--- src/rtl/fbg_pkg.sv ---
// Shared definitions for the fractional baud rate generator.
// Assumes the oversampling select is two bits wide; code 3 aliases 16X.
package fbg_pkg;
    localparam int FBG_INT_W   = 16;
    localparam int FBG_FRAC_W  = 4;
    localparam int FBG_PRE_DIV = 4;
    localparam int FBG_OS_LOG  = 4;

    typedef enum logic [1:0] {
        OS_X16 = 2'b00,
        OS_X8  = 2'b01,
        OS_X4  = 2'b10,
        OS_ALT = 2'b11
    } os_mode_e;
endpackage

--- src/rtl/fbg_prescaler.sv ---
// Prescaler: emits a step enable every cycle, or once every PRE_DIV cycles
// when sel is high. Assumes PRE_DIV >= 2; restart realigns the phase.
module fbg_prescaler #(
    parameter int PRE_DIV = 4
) (
    input  logic clk,
    input  logic rst_n,
    input  logic restart,
    input  logic sel,
    output logic step
);
    localparam int PW = $clog2(PRE_DIV);
    localparam logic [PW-1:0] LAST = PW'(PRE_DIV - 1);

    logic [PW-1:0] phase;

    // Free-running phase counter, cleared on reset or restart
    always_ff @(posedge clk) begin
        if (!rst_n || restart) begin
            phase <= '0;
        end else if (phase == LAST) begin
            phase <= '0;
        end else begin
            phase <= phase + 1'b1;
        end
    end

    // Step enable: always on when bypassed, else once per wrap
    always_comb begin
        step = sel ? (phase == LAST) : 1'b1;
    end
endmodule

--- src/rtl/fbg_frac_div.sv ---
// Fractional divider: counts prescaler steps and emits a tick every N steps,
// plus one extra step on intervals selected by a phase accumulator carry.
// Assumes an integer value of 0 means 1.
module fbg_frac_div #(
    parameter int INT_W  = 16,
    parameter int FRAC_W = 4
) (
    input  logic              clk,
    input  logic              rst_n,
    input  logic              restart,
    input  logic              step,
    input  logic [INT_W-1:0]  int_div,
    input  logic [FRAC_W-1:0] frac,
    output logic              tick
);
    logic [INT_W-1:0]  cnt;
    logic [FRAC_W-1:0] phase_acc;
    logic              stretch;
    logic [INT_W:0]    n_eff;
    logic [INT_W:0]    last_idx;
    logic              at_end;
    logic [FRAC_W:0]   acc_sum;

    // Effective interval end, including the optional stretch step
    always_comb begin
        n_eff    = (int_div == '0) ? (INT_W+1)'(1) : {1'b0, int_div};
        last_idx = n_eff - (INT_W+1)'(1) + (INT_W+1)'(stretch);
        at_end   = ({1'b0, cnt} == last_idx);
        acc_sum  = {1'b0, phase_acc} + {1'b0, frac};
        tick     = step && at_end && !restart;
    end

    // Step counter and fraction accumulator
    always_ff @(posedge clk) begin
        if (!rst_n || restart) begin
            cnt       <= '0;
            phase_acc <= '0;
            stretch   <= 1'b0;
        end else if (step) begin
            if (at_end) begin
                cnt       <= '0;
                phase_acc <= acc_sum[FRAC_W-1:0];
                stretch   <= acc_sum[FRAC_W];
            end else begin
                cnt <= cnt + 1'b1;
            end
        end
    end
endmodule

--- src/rtl/fbg_os_count.sv ---
// Oversampling counter: counts sample ticks and flags those that close a
// bit period of 2**OS_LOG, 2**(OS_LOG-1) or 2**(OS_LOG-2) ticks.
// Assumes OS_LOG >= 2.
module fbg_os_count #(
    parameter int OS_LOG = 4
) (
    input  logic        clk,
    input  logic        rst_n,
    input  logic        restart,
    input  logic        tick,
    input  logic [1:0]  mode,
    output logic        bit_tick
);
    import fbg_pkg::*;

    localparam logic [OS_LOG-1:0] MASK_FULL = {OS_LOG{1'b1}};
    localparam logic [OS_LOG-1:0] MASK_HALF = MASK_FULL >> 1;
    localparam logic [OS_LOG-1:0] MASK_QTR  = MASK_FULL >> 2;

    logic [OS_LOG-1:0] tcnt;
    logic [OS_LOG-1:0] mask;

    // Select the wrap mask from the oversampling code
    always_comb begin
        case (os_mode_e'(mode))
            OS_X8:   mask = MASK_HALF;
            OS_X4:   mask = MASK_QTR;
            default: mask = MASK_FULL;
        endcase
        bit_tick = tick && ((tcnt & mask) == mask);
    end

    // Sample-tick counter, cleared on reset or restart
    always_ff @(posedge clk) begin
        if (!rst_n || restart) begin
            tcnt <= '0;
        end else if (tick) begin
            tcnt <= tcnt + 1'b1;
        end
    end
endmodule

--- src/rtl/frac_baud_gen.sv ---
// Fractional baud rate generator top. Watches the divisor and prescaler
// inputs, restarts the counters when any of them changes, and drives the
// sample and bit enables. Assumes the inputs are synchronous to clk.
module frac_baud_gen #(
    parameter int INT_W   = fbg_pkg::FBG_INT_W,
    parameter int FRAC_W  = fbg_pkg::FBG_FRAC_W,
    parameter int PRE_DIV = fbg_pkg::FBG_PRE_DIV,
    parameter int OS_LOG  = fbg_pkg::FBG_OS_LOG
) (
    input  logic              clk,
    input  logic              rst_n,
    input  logic              prescale_sel,
    input  logic [INT_W/2-1:0] div_lo,
    input  logic [INT_W/2-1:0] div_hi,
    input  logic [FRAC_W-1:0] div_frac,
    input  logic [1:0]        os_mode,
    output logic              sample_tick,
    output logic              bit_tick
);
    localparam int CFG_W = INT_W + FRAC_W + 1;

    logic [CFG_W-1:0] cfg_now;
    logic [CFG_W-1:0] cfg_q;
    logic             restart;
    logic             step;
    logic             raw_tick;

    // Current divisor configuration as one vector
    always_comb begin
        cfg_now     = {prescale_sel, div_hi, div_lo, div_frac};
        restart     = rst_n && (cfg_now != cfg_q);
        sample_tick = rst_n && raw_tick;
    end

    // Remember last cycle's configuration, also during reset
    always_ff @(posedge clk) begin
        cfg_q <= cfg_now;
    end

    fbg_prescaler #(.PRE_DIV(PRE_DIV)) i_pre (
        .clk     (clk),
        .rst_n   (rst_n),
        .restart (restart),
        .sel     (prescale_sel),
        .step    (step)
    );

    fbg_frac_div #(.INT_W(INT_W), .FRAC_W(FRAC_W)) i_div (
        .clk     (clk),
        .rst_n   (rst_n),
        .restart (restart),
        .step    (step),
        .int_div ({div_hi, div_lo}),
        .frac    (div_frac),
        .tick    (raw_tick)
    );

    fbg_os_count #(.OS_LOG(OS_LOG)) i_os (
        .clk      (clk),
        .rst_n    (rst_n),
        .restart  (restart),
        .tick     (sample_tick),
        .mode     (os_mode),
        .bit_tick (bit_tick)
    );
endmodule

--- config.mk ---
export PLATFORM = sky130hd
export DESIGN_NAME = frac_baud_gen
export DESIGN_NICKNAME = d
export VERILOG_FILES = /design/src/rtl/fbg_pkg.sv /design/src/rtl/fbg_prescaler.sv /design/src/rtl/fbg_frac_div.sv /design/src/rtl/fbg_os_count.sv /design/src/rtl/frac_baud_gen.sv
export SDC_FILE = /design/constraint.sdc
export NUM_CORES = 1
export LEC_CHECK = 0
export ABC_AREA = 1
export BUFFER_PORTS_ARGS = -buffer_cell sky130_fd_sc_hd__buf_2
export CORE_UTILIZATION = 50
export CTS_CLUSTER_SIZE = 28
export DETAILED_ROUTE_END_ITERATION = 10
export PLACE_DENSITY = 0.74
export SKIP_CTS_REPAIR_TIMING = 1
export SLEW_MARGIN = 20
export SYNTH_ARGS = -nofsm -noshare
export SYNTH_HDL_FRONTEND = slang
export SYNTH_SLANG_ARGS = --single-unit
export TNS_END_PERCENT = 100
--- constraint.sdc ---
create_clock -name clk -period 7.3 [get_ports clk]
set_input_delay 0 -clock clk [delete_from_list [all_inputs] [get_ports clk]]
set_output_delay 0 -clock clk [all_outputs]
set_load 0.01 [all_outputs]
==> metrics.cfg, run 1 <==
[status]
status=finished, final reports clean

[route]
drc=0
drt-vias-per-instance=5.21
ant_nets=0
first_iter_violations=173
wl_um=8140
wl_per_cell_um=14.0
dr.pass1.iters=4
vias=3027

[power]
ir_drop_uv=119
power_density_nw_per_um2=160
leakagePower_nw=1.66

[synthesis]
yosys-top-cells-area=dfxtp_1 31%, nand2_1 14%, inv_1 6.8%, nor2_1 6.0%, nand4_1 4.6%
yosysWarnings=0
ys_ff_latch=48
yosysUniqueCellTypes=36
synth_common_cells=118 x nand2_1, 56 x inv_1, 50 x nor2_1
postSynthNetCount=492
synthFlopType=dfxtp_1
synth.most_common_cell=nand2_1
synth_area_sq_um=3100
async_reset_ff_frac=0
yosys.area.top_type=dfxtp_1
synth_top_area_frac=0.310
synth-edff-count=0
syn_inst=456
ys_seq_area_frac=0.310
synth_area_per_cell_sq_um=6.81

[clock_tree]
cts_buffers=5
cts_tree=yes
clk_pin_slew_ps=100
cts_max_level=2
cts-root-buf=clkbuf_8
clkSinkCount=48
clock_path_buffers=2
clk_latency_ps=310

[sta]
relSlewSlack=0.609
rsz0062_at_grt=false
setup-tns-final_ps=0
setup_violations=0
report.final.slew_viol_count=0
fin_crit_ps=3190
tightest_slew_ps=584
hold_viol=0
period_share=0.437
clock_skew_ps=12.7
fmax_mhz=313
setup_ws_ps=4110

[worst_setup_path]
cp_top_family=simple AND/OR/NAND/NOR gates
crit_fanout=6
worstSetupEndpointType=primary output
crit_chain=dlygate4sd3_1, buf_2, nor2_1, nand2_1, nor2_1, a41oi_1, ha_1, ha_1, nand2_2, inv_1, nand2_1, nand2_1, nand3_1, nand2_1, nor3_2, nand4_1, nor2_2, nand3_2, inv_2, buf_2
reg2reg_slack_ps=4780
startpoint_type=input pin
arrival_ps=3190
critical_path_buf_inv_count=5
worstPathRequired_ps=7300
cpPeakStageDelay_ps=520
crit_type=input pin to primary output
critPathMostFrequentCell=nand2_1
slowest_stage=dlygate4sd3_1

[die]
start_util=0.521
pin_count=27
rows=28
coreArea_sq_um=5960
die_w_um=80.8
dieHeight_um=80.8
dieArea_sq_um=6530

[place]
port_buffers=26
hpwl_um=6450
gp_congestion=0.942
post-place-ws_ps=4510

[final_layout]
finalNetCount=541
n_antenna_cell=0
layout-drive-gt1-share=0.164
syn_to_final_growth_pct=17.3

[global_routing]
grt_max_degree=17
grtUsageTotal=0.263
grt_pass1_wl_um=12800
grt_pass1_vias=2824
antenna_found_initial=0
grt-ovfl-total=0

[flow_run]
drv_cap=0

[min_path]
hold_path.class=input pin to flop

[area by class of cell]
cell class | count | area (sq um)
clock inverter | 3 | 68.8
fill | 578 | 2310
sequential | 48 | 961
clock buffer | 5 | 68.8
tap | 75 | 93.8
timing repair buffer | 47 | 340
multi-input combinational | 343 | 1880
inverter | 60 | 225
[worst min-delay path, stage by stage]
cell and delay, ps:
buf_2 110, nand4_1 90, nor3_1 50, nand4_1 220
a21oi_1 60
[metal layers]
layer / part of all wire / vias up / GRT usage
met2: 0.49 / 73 / 0.478
met3: 0.038 / 23 / 0.0483
li1: - / 1556 / -
met1: 0.44 / 1375 / 0.298
met5: 0 / - / 0
met4: 0.032 / 0 / 0.113
[cells by family (layout without fill, tap and decap cells)]
| logic type | after synthesis | count (layout) | share of synthesized area |
|---|---|---|---|
| xor+xnor | 29 | 29 | 0.0818 |
| flops | 48 | 48 | 0.310 |
| compound gates | 19 | 19 | 0.0331 |
| fa+ha+maj | 11 | 11 | 0.0468 |
| simple gates | 283 | 283 | 0.442 |
| buf+inv | 65 | 115 | 0.0838 |
| mux | 1 | 1 | 0.00322 |
[path summary, 6_finish.rpt]
| kind | startpoint | end | cells past startpoint |
|---|---|---|---|
| max | div_hi[1] | sample_tick | 20 |
| min | rst_n | i_div.cnt[1]$_SDFFE_PP0N_ | 5 |
| max reg2reg | i_div.stretch$_SDFFE_PP0P_ | i_os.tcnt[1]$_SDFFE_PP0P_ | 16 |
| min reg2reg | i_pre.phase[0]$_SDFF_PP0_ | i_pre.phase[0]$_SDFF_PP0_ | 1 |
[state kept, by name (all words and copies together), names as in the netlist]
register / count
i_div.phase_acc: 4
i_pre.phase: 2
i_div.stretch: 1
i_div.cnt: 16
i_os.tcnt: 4
cfg_q: 21
[through the flow]
step	instance area, sq um	util	total power, mW	cells	hold slack (ps)
global placement	3290	0.553	0.348	552	127
global route	3640	0.611	0.610	581	292
finish	3640	0.611	0.584	581	262
detailed placement	3290	0.553	0.348	552	128
CTS	3430	0.576	0.579	560	-202
floorplan	3100	-	0.322	456	27.7
[placed cells by master, fill, tap and decap left out, drive strengths merged, types with 2 or more instances in the layout]
cell type	synthesis	routed
nor3b	2	2
buf	2	26
dfxtp	48	48
nor4	5	5
nor2	63	63
ha	10	10
nand4	24	24
xor2	16	16
nand2	123	123
inv	60	61
nor3	14	14
o21ai	4	4
and2	3	3
bufinv	0	2
nand3	29	29
clkbuf	3	5
xnor2	13	13
or2	18	18
dlygate4sd3	0	21
a21oi	12	12
[power by group]
part | internal, mW | switching [mW]
Combinational | 0.0335 | 0.0479
Sequential | 0.268 | 0.00228
Clock | 0.138 | 0.0948
Total | 0.439 | 0.145
No activity file was read; power rests on OpenSTA's default activity.
==> run 2, diff against run 1 <==
--- a/config.mk
+++ b/config.mk
@@ -10,7 +10,7 @@
 export CORE_UTILIZATION = 50
 export CTS_CLUSTER_SIZE = 28
 export DETAILED_ROUTE_END_ITERATION = 10
-export PLACE_DENSITY = 0.74
+export PLACE_DENSITY = 0.76
 export SKIP_CTS_REPAIR_TIMING = 1
 export SLEW_MARGIN = 20
 export SYNTH_ARGS = -nofsm -noshare
==> constraint.sdc (replaced) <==
create_clock -name clk -period 2.9 [get_ports clk]
set_input_delay 0 -clock clk [delete_from_list [all_inputs] [get_ports clk]]
set_output_delay 0 -clock clk [all_outputs]
set_load 0.01 [all_outputs]
==> metrics.cfg, run 2 (synthesis gave the netlist of run 1 again) <==
[route]
vias=3038  ; +0.36%
wl_per_cell_um=13.8  ; -1.5%
first_iter_violations=149  ; -14%
drc=0  ; unchanged
ant_nets=0  ; unchanged
dr.pass1.iters=4  ; unchanged
wl_um=8070  ; -0.80%
drt-vias-per-instance=5.19  ; -0.32%

[global_routing]
grtUsageTotal=0.257  ; -0.00590
grt_pass1_wl_um=12600  ; -0.92%
met3_usage=0.0483  ; unchanged
grt_max_degree=17  ; unchanged
top_usage_layer=met2
antenna_found_initial=0  ; unchanged
gr-usage-met2=0.443  ; -0.0347
grt-ovfl-total=0  ; unchanged
grt_pass1_vias=2811  ; -0.46%
met1_usage=0.307  ; +0.00903

[die]
start_util=0.521  ; unchanged
dieHeight_um=80.8  ; unchanged
coreArea_sq_um=5960  ; unchanged
die_w_um=80.8  ; unchanged
pin_count=27  ; unchanged
dieArea_sq_um=6530  ; unchanged
rows=28  ; unchanged

[final_layout]
n_antenna_cell=0  ; unchanged
fillCellCount=560  ; -3.1%
top_register=cfg_q
mostFrequentLayoutCells=118 x nand2_1, 56 x inv_1, 48 x nor2_1, 48 x dfxtp_1, 27 x nand3_1
layout_commonest_cell=nand2_1
finalNetCount=545  ; +0.74%
largest_reg_flops=21  ; unchanged
syn_to_final_growth_pct=18.7
layout-drive-gt1-share=0.176  ; +0.0124
reg.largest.list=cfg_q (21), i_div.cnt (16)

[clock_tree]
cts-root-buf=clkbuf_8
cts_buffers=5  ; unchanged
clk_latency_ps=320  ; about the same
cts_max_level=2  ; unchanged
clock_path_buffers=2  ; unchanged
clk_pin_slew_ps=100  ; about the same
clkSinkCount=48  ; unchanged
cts_tree=yes

[worst_setup_path]
cpPeakStageDelay_ps=330  ; -190 ps
crit_type=flop to primary output
startpoint_type=flop
worstPathRequired_ps=2900  ; -4400 ps
crit_chain=inv_1, ha_1, ha_2, nand2_2, nor2_2, nand3_1, nand3_1, nand2_1, nor3_2, nand4_1, nor2_4, nand3_2, inv_2, buf_2
crit_fanout=6  ; unchanged
critPathMostFrequentCell=nand3_1
cp_top_family=simple AND/OR/NAND/NOR gates
critical_path_buf_inv_count=3  ; -2
worstSetupEndpointType=primary output
arrival_ps=2580  ; -610 ps
reg2reg_slack_ps=420  ; -4360 ps
slowest_stage=dfxtp_1

[sta]
clock_skew_ps=11.1  ; -1.61 ps
fin_crit_ps=2580
hold_viol=0  ; unchanged
report.final.slew_viol_count=0  ; unchanged
setup_ws_ps=315  ; -3790 ps
setup-tns-final_ps=0  ; unchanged
setup_violations=0  ; unchanged
fmax_mhz=387
tightest_slew_ps=595  ; +10.1 ps
relSlewSlack=0.602  ; -0.00676
period_share=0.891
rsz0062_at_grt=false

[flow_run]
drv_cap=0  ; unchanged

[power]
leakagePower_nw=1.67  ; +1.1%
power_density_nw_per_um2=406  ; +150%
ir_drop_uv=198  ; +67%

[place]
port_buffers=26  ; unchanged
gp_congestion=0.989  ; +5.0%
post-place-ws_ps=38.5  ; -4470 ps
hpwl_um=6400  ; -0.64%

[min_path]
hold_path.class=input pin to flop

[status]
status=finished, final reports clean

[run 2: metal layers]
layer / wire length [um] / part of all wire / vias to the layer above
li1: - / - / 1558
met1: 3670 / 0.46 / 1387
met2: 3810 / 0.47 / 73
met3: 322 / 0.040 / 20
met4: 264 / 0.033 / 0
met5: 0 / 0 / -
[run 2: area by class of cell]
type | count | area [sq um] | share of cell area
Clock buffer | 5 | 68.8 | 0.0187
Sequential cell | 48 | 961 | 0.261
Multi-Input combinational cell | 343 | 1900 | 0.515
Clock inverter | 3 | 68.8 | 0.0187
Timing Repair Buffer | 51 | 370 | 0.101
Tap cell | 75 | 93.8 | 0.0255
Inverter | 60 | 225 | 0.0611
[run 2: worst min-delay path, delay by kind of cell]
| family | cells | cell delay, ps |
|---|---|---|
| compound gates | 1 | 70 |
| buf+inv | 1 | 110 |
| simple gates | 3 | 360 |
[run 2: power breakdown]
| part | internal (mW) | total, mW | switching, mW |
|---|---|---|---|
| registers | 0.674 | 0.680 | 0.00603 |
| clock network | 0.347 | 0.605 | 0.258 |
| logic | 0.0883 | 0.209 | 0.120 |
[run 2: worst paths after layout]
kind	from	end	cells after the start
max	i_div.stretch$_SDFFE_PP0P_	sample_tick	14
min	rst_n	i_div.cnt[1]$_SDFFE_PP0N_	5
max reg2reg	i_div.stretch$_SDFFE_PP0P_	i_div.phase_acc[0]$_SDFFE_PP0P_	16
min reg2reg	i_pre.phase[0]$_SDFF_PP0_	i_pre.phase[0]$_SDFF_PP0_	1
[run 2: stage by stage]
step	total power, mW	hold WS (ps)	utilization	cells	cell area [sq um]
2_1_floorplan	0.811	27.7	-	456	3100
3_3_place_gp	0.877	124	0.558	556	3320
3_5_place_dp	0.878	126	0.558	556	3320
4_1_cts	1.47	-205	0.581	564	3460
5_1_grt	1.54	287	0.618	585	3680
6_report	1.49	260	0.618	585	3680
==> run 3, diff against run 2 <==
--- a/config.mk
+++ b/config.mk
@@ -11,6 +11,8 @@
 export CTS_CLUSTER_SIZE = 28
 export DETAILED_ROUTE_END_ITERATION = 10
 export PLACE_DENSITY = 0.76
+export RECOVER_POWER = 25
+export SETUP_SLACK_MARGIN = 0.5
 export SKIP_CTS_REPAIR_TIMING = 1
 export SLEW_MARGIN = 20
 export SYNTH_ARGS = -nofsm -noshare
==> metrics.cfg, run 3 (synthesis gave the netlist of run 1 again) <==
[place]
post-place-ws_ps=38.5  ; unchanged
hpwl_um=6400  ; unchanged
port_buffers=26  ; unchanged
place_inst=556  ; unchanged
gp_congestion=0.989  ; unchanged

[global_routing]
grt-ovfl-total=0  ; unchanged
grt_max_degree=17  ; unchanged
antenna_found_initial=0  ; unchanged
grt_pass1_vias=2811  ; unchanged
grtUsageTotal=0.257  ; unchanged
grt_pass1_wl_um=12600  ; unchanged

[status]
status=finished, final reports clean

[min_path]
hold_path.class=input pin to flop

[sta]
tightest_slew_ps=543  ; -51.7 ps
setup_violations=0  ; unchanged
fin_crit_ps=2540  ; -41.8 ps
fmax_mhz=393  ; +1.6%
setup-tns-final_ps=0  ; unchanged
hold_viol=0  ; unchanged
clock_skew_ps=11.3  ; +0.183 ps
relSlewSlack=0.638  ; +0.0355
hold-worst-slack_ps=65.5  ; -194 ps
report.final.slew_viol_count=0  ; unchanged
rsz0062_at_grt=true
setup_ws_ps=357  ; +41.8 ps
period_share=0.877  ; -0.0144

[route]
drt-vias-per-instance=5.39  ; +3.7%
ant_nets=0  ; unchanged
vias=3199  ; +5.3%
drc=0  ; unchanged
dr.pass1.iters=5  ; +1
first_iter_violations=195  ; +31%
wl_um=8780  ; +8.8%
wl_per_cell_um=14.8  ; +7.1%

[final_layout]
syn_to_final_growth_pct=26.9
reg.largest.list=cfg_q (21), i_div.cnt (16)
largest_reg_flops=21  ; unchanged
final_cells=594  ; +1.5%
fillCellCount=503  ; -10%
mostFrequentLayoutCells=113 x nand2_1, 55 x inv_1, 47 x dfxtp_1, 41 x nor2_1
n_antenna_cell=0  ; unchanged
finalNetCount=554  ; +1.7%
top_register=cfg_q
layout_commonest_cell=nand2_1
layout-drive-gt1-share=0.218  ; +0.0413

[flow_run]
drv_cap=0  ; unchanged

[worst_setup_path]
startpoint_type=input pin
arrival_ps=2540  ; -40 ps
crit_chain=clkbuf_1, nor2_4, nand2_2, nor2_4, a41oi_2, ha_4, ha_4, nand2_4, nor2_2, nand2_1, nand3_1, nand4_1, nor2_1, nand4_1, nor2_4, nand3_4, inv_4, buf_2
critPathMostFrequentCell=nor2_4
cpPeakStageDelay_ps=260  ; -70 ps
worstPathRequired_ps=2900  ; about the same
slowest_stage=clkbuf_1
crit_type=input pin to primary output
worstSetupEndpointType=primary output
crit_fanout=6  ; unchanged

[clock_tree]
cts_max_level=2  ; unchanged
clk_pin_slew_ps=100  ; about the same
cts_buffers=5  ; unchanged
clk_latency_ps=320  ; about the same
clock_path_buffers=2  ; unchanged
clkSinkCount=48  ; unchanged
cts-root-buf=clkbuf_8
cts_tree=yes

[die]
rows=28  ; unchanged
coreArea_sq_um=5960  ; unchanged
dieHeight_um=80.8  ; unchanged
pin_count=27  ; unchanged
start_util=0.521  ; unchanged
die_w_um=80.8  ; unchanged
dieArea_sq_um=6530  ; unchanged

[power]
power_density_nw_per_um2=384  ; -5.2%
ir_drop_uv=197  ; -0.43%
power_mw=1.51  ; +1.4%
leakagePower_nw=1.76  ; +5.1%

[run 3: changes by cell type in the layout (fill, tap and decap cells not counted), moves of 5 or more]
cell / before / now
clkbuf_1: 0 / 11
buf_2: 26 / 15
buf_4: 4 / 13
nor2_1: 48 / 41
nor2_4: 3 / 10
nand2_1: 118 / 113
[run 3: worst paths after layout]
kind	endpoint	cells after the start	start	slack (ps)
worst max-delay path	sample_tick	18	div_hi[1]	360
worst min-delay path	cfg_q[9]$_DFF_P_	2	div_lo[5]	70
worst max register to register	i_div.phase_acc[0]$_SDFFE_PP0P_	17	i_div.stretch$_SDFFE_PP0P_	460
worst min register to register	i_pre.phase[0]$_SDFF_PP0_	1	i_pre.phase[0]$_SDFF_PP0_	440
[run 3: report_power, final]
part	internal (mW)	switching [mW]	leakage [nW]
clock network	0.347	0.259	0.0687
logic	0.0936	0.135	1.30
registers	0.674	0.00582	0.395
total	1.12	0.399	1.76
[run 3: per-stage QoR]
| step | area [sq um] | utilization |
|---|---|---|
| after global placement | 3320 | 0.558 |
| after global routing | 3940 | 0.662 |
| after floorplan | 3100 | - |
| after CTS | 3460 | 0.581 |
| after detailed placement | 3320 | 0.558 |
| final | 3940 | 0.662 |
[run 3: cell type report]
cell class | instances | area (sq um) | area share
well taps | 75 | 93.8 | 0.0238
inverters | 60 | 228 | 0.0578
clock buffers | 5 | 68.8 | 0.0175
clock inverters | 3 | 68.8 | 0.0175
flip-flops and latches | 48 | 962 | 0.244
repair buffers | 60 | 434 | 0.110
multi-input cells | 343 | 2080 | 0.529
[run 3: critical path, delay by kind of cell]
kind | cells | cell delay [ps]
AND/OR/NAND/NOR | 12 | 1400
adder cells (fa/ha/maj) | 2 | 400
buffers and inverters | 3 | 490
AO/OA/AOI/OAI | 1 | 230
[run 3: metal layers]
layer / global-route usage / vias to the layer above / wire [um]
met5: 0 / - / 0
met4: 0.118 / 0 / 283
met3: 0.0483 / 25 / 457
met2: 0.443 / 107 / 4330
met1: 0.307 / 1485 / 3710
li1: - / 1582 / -
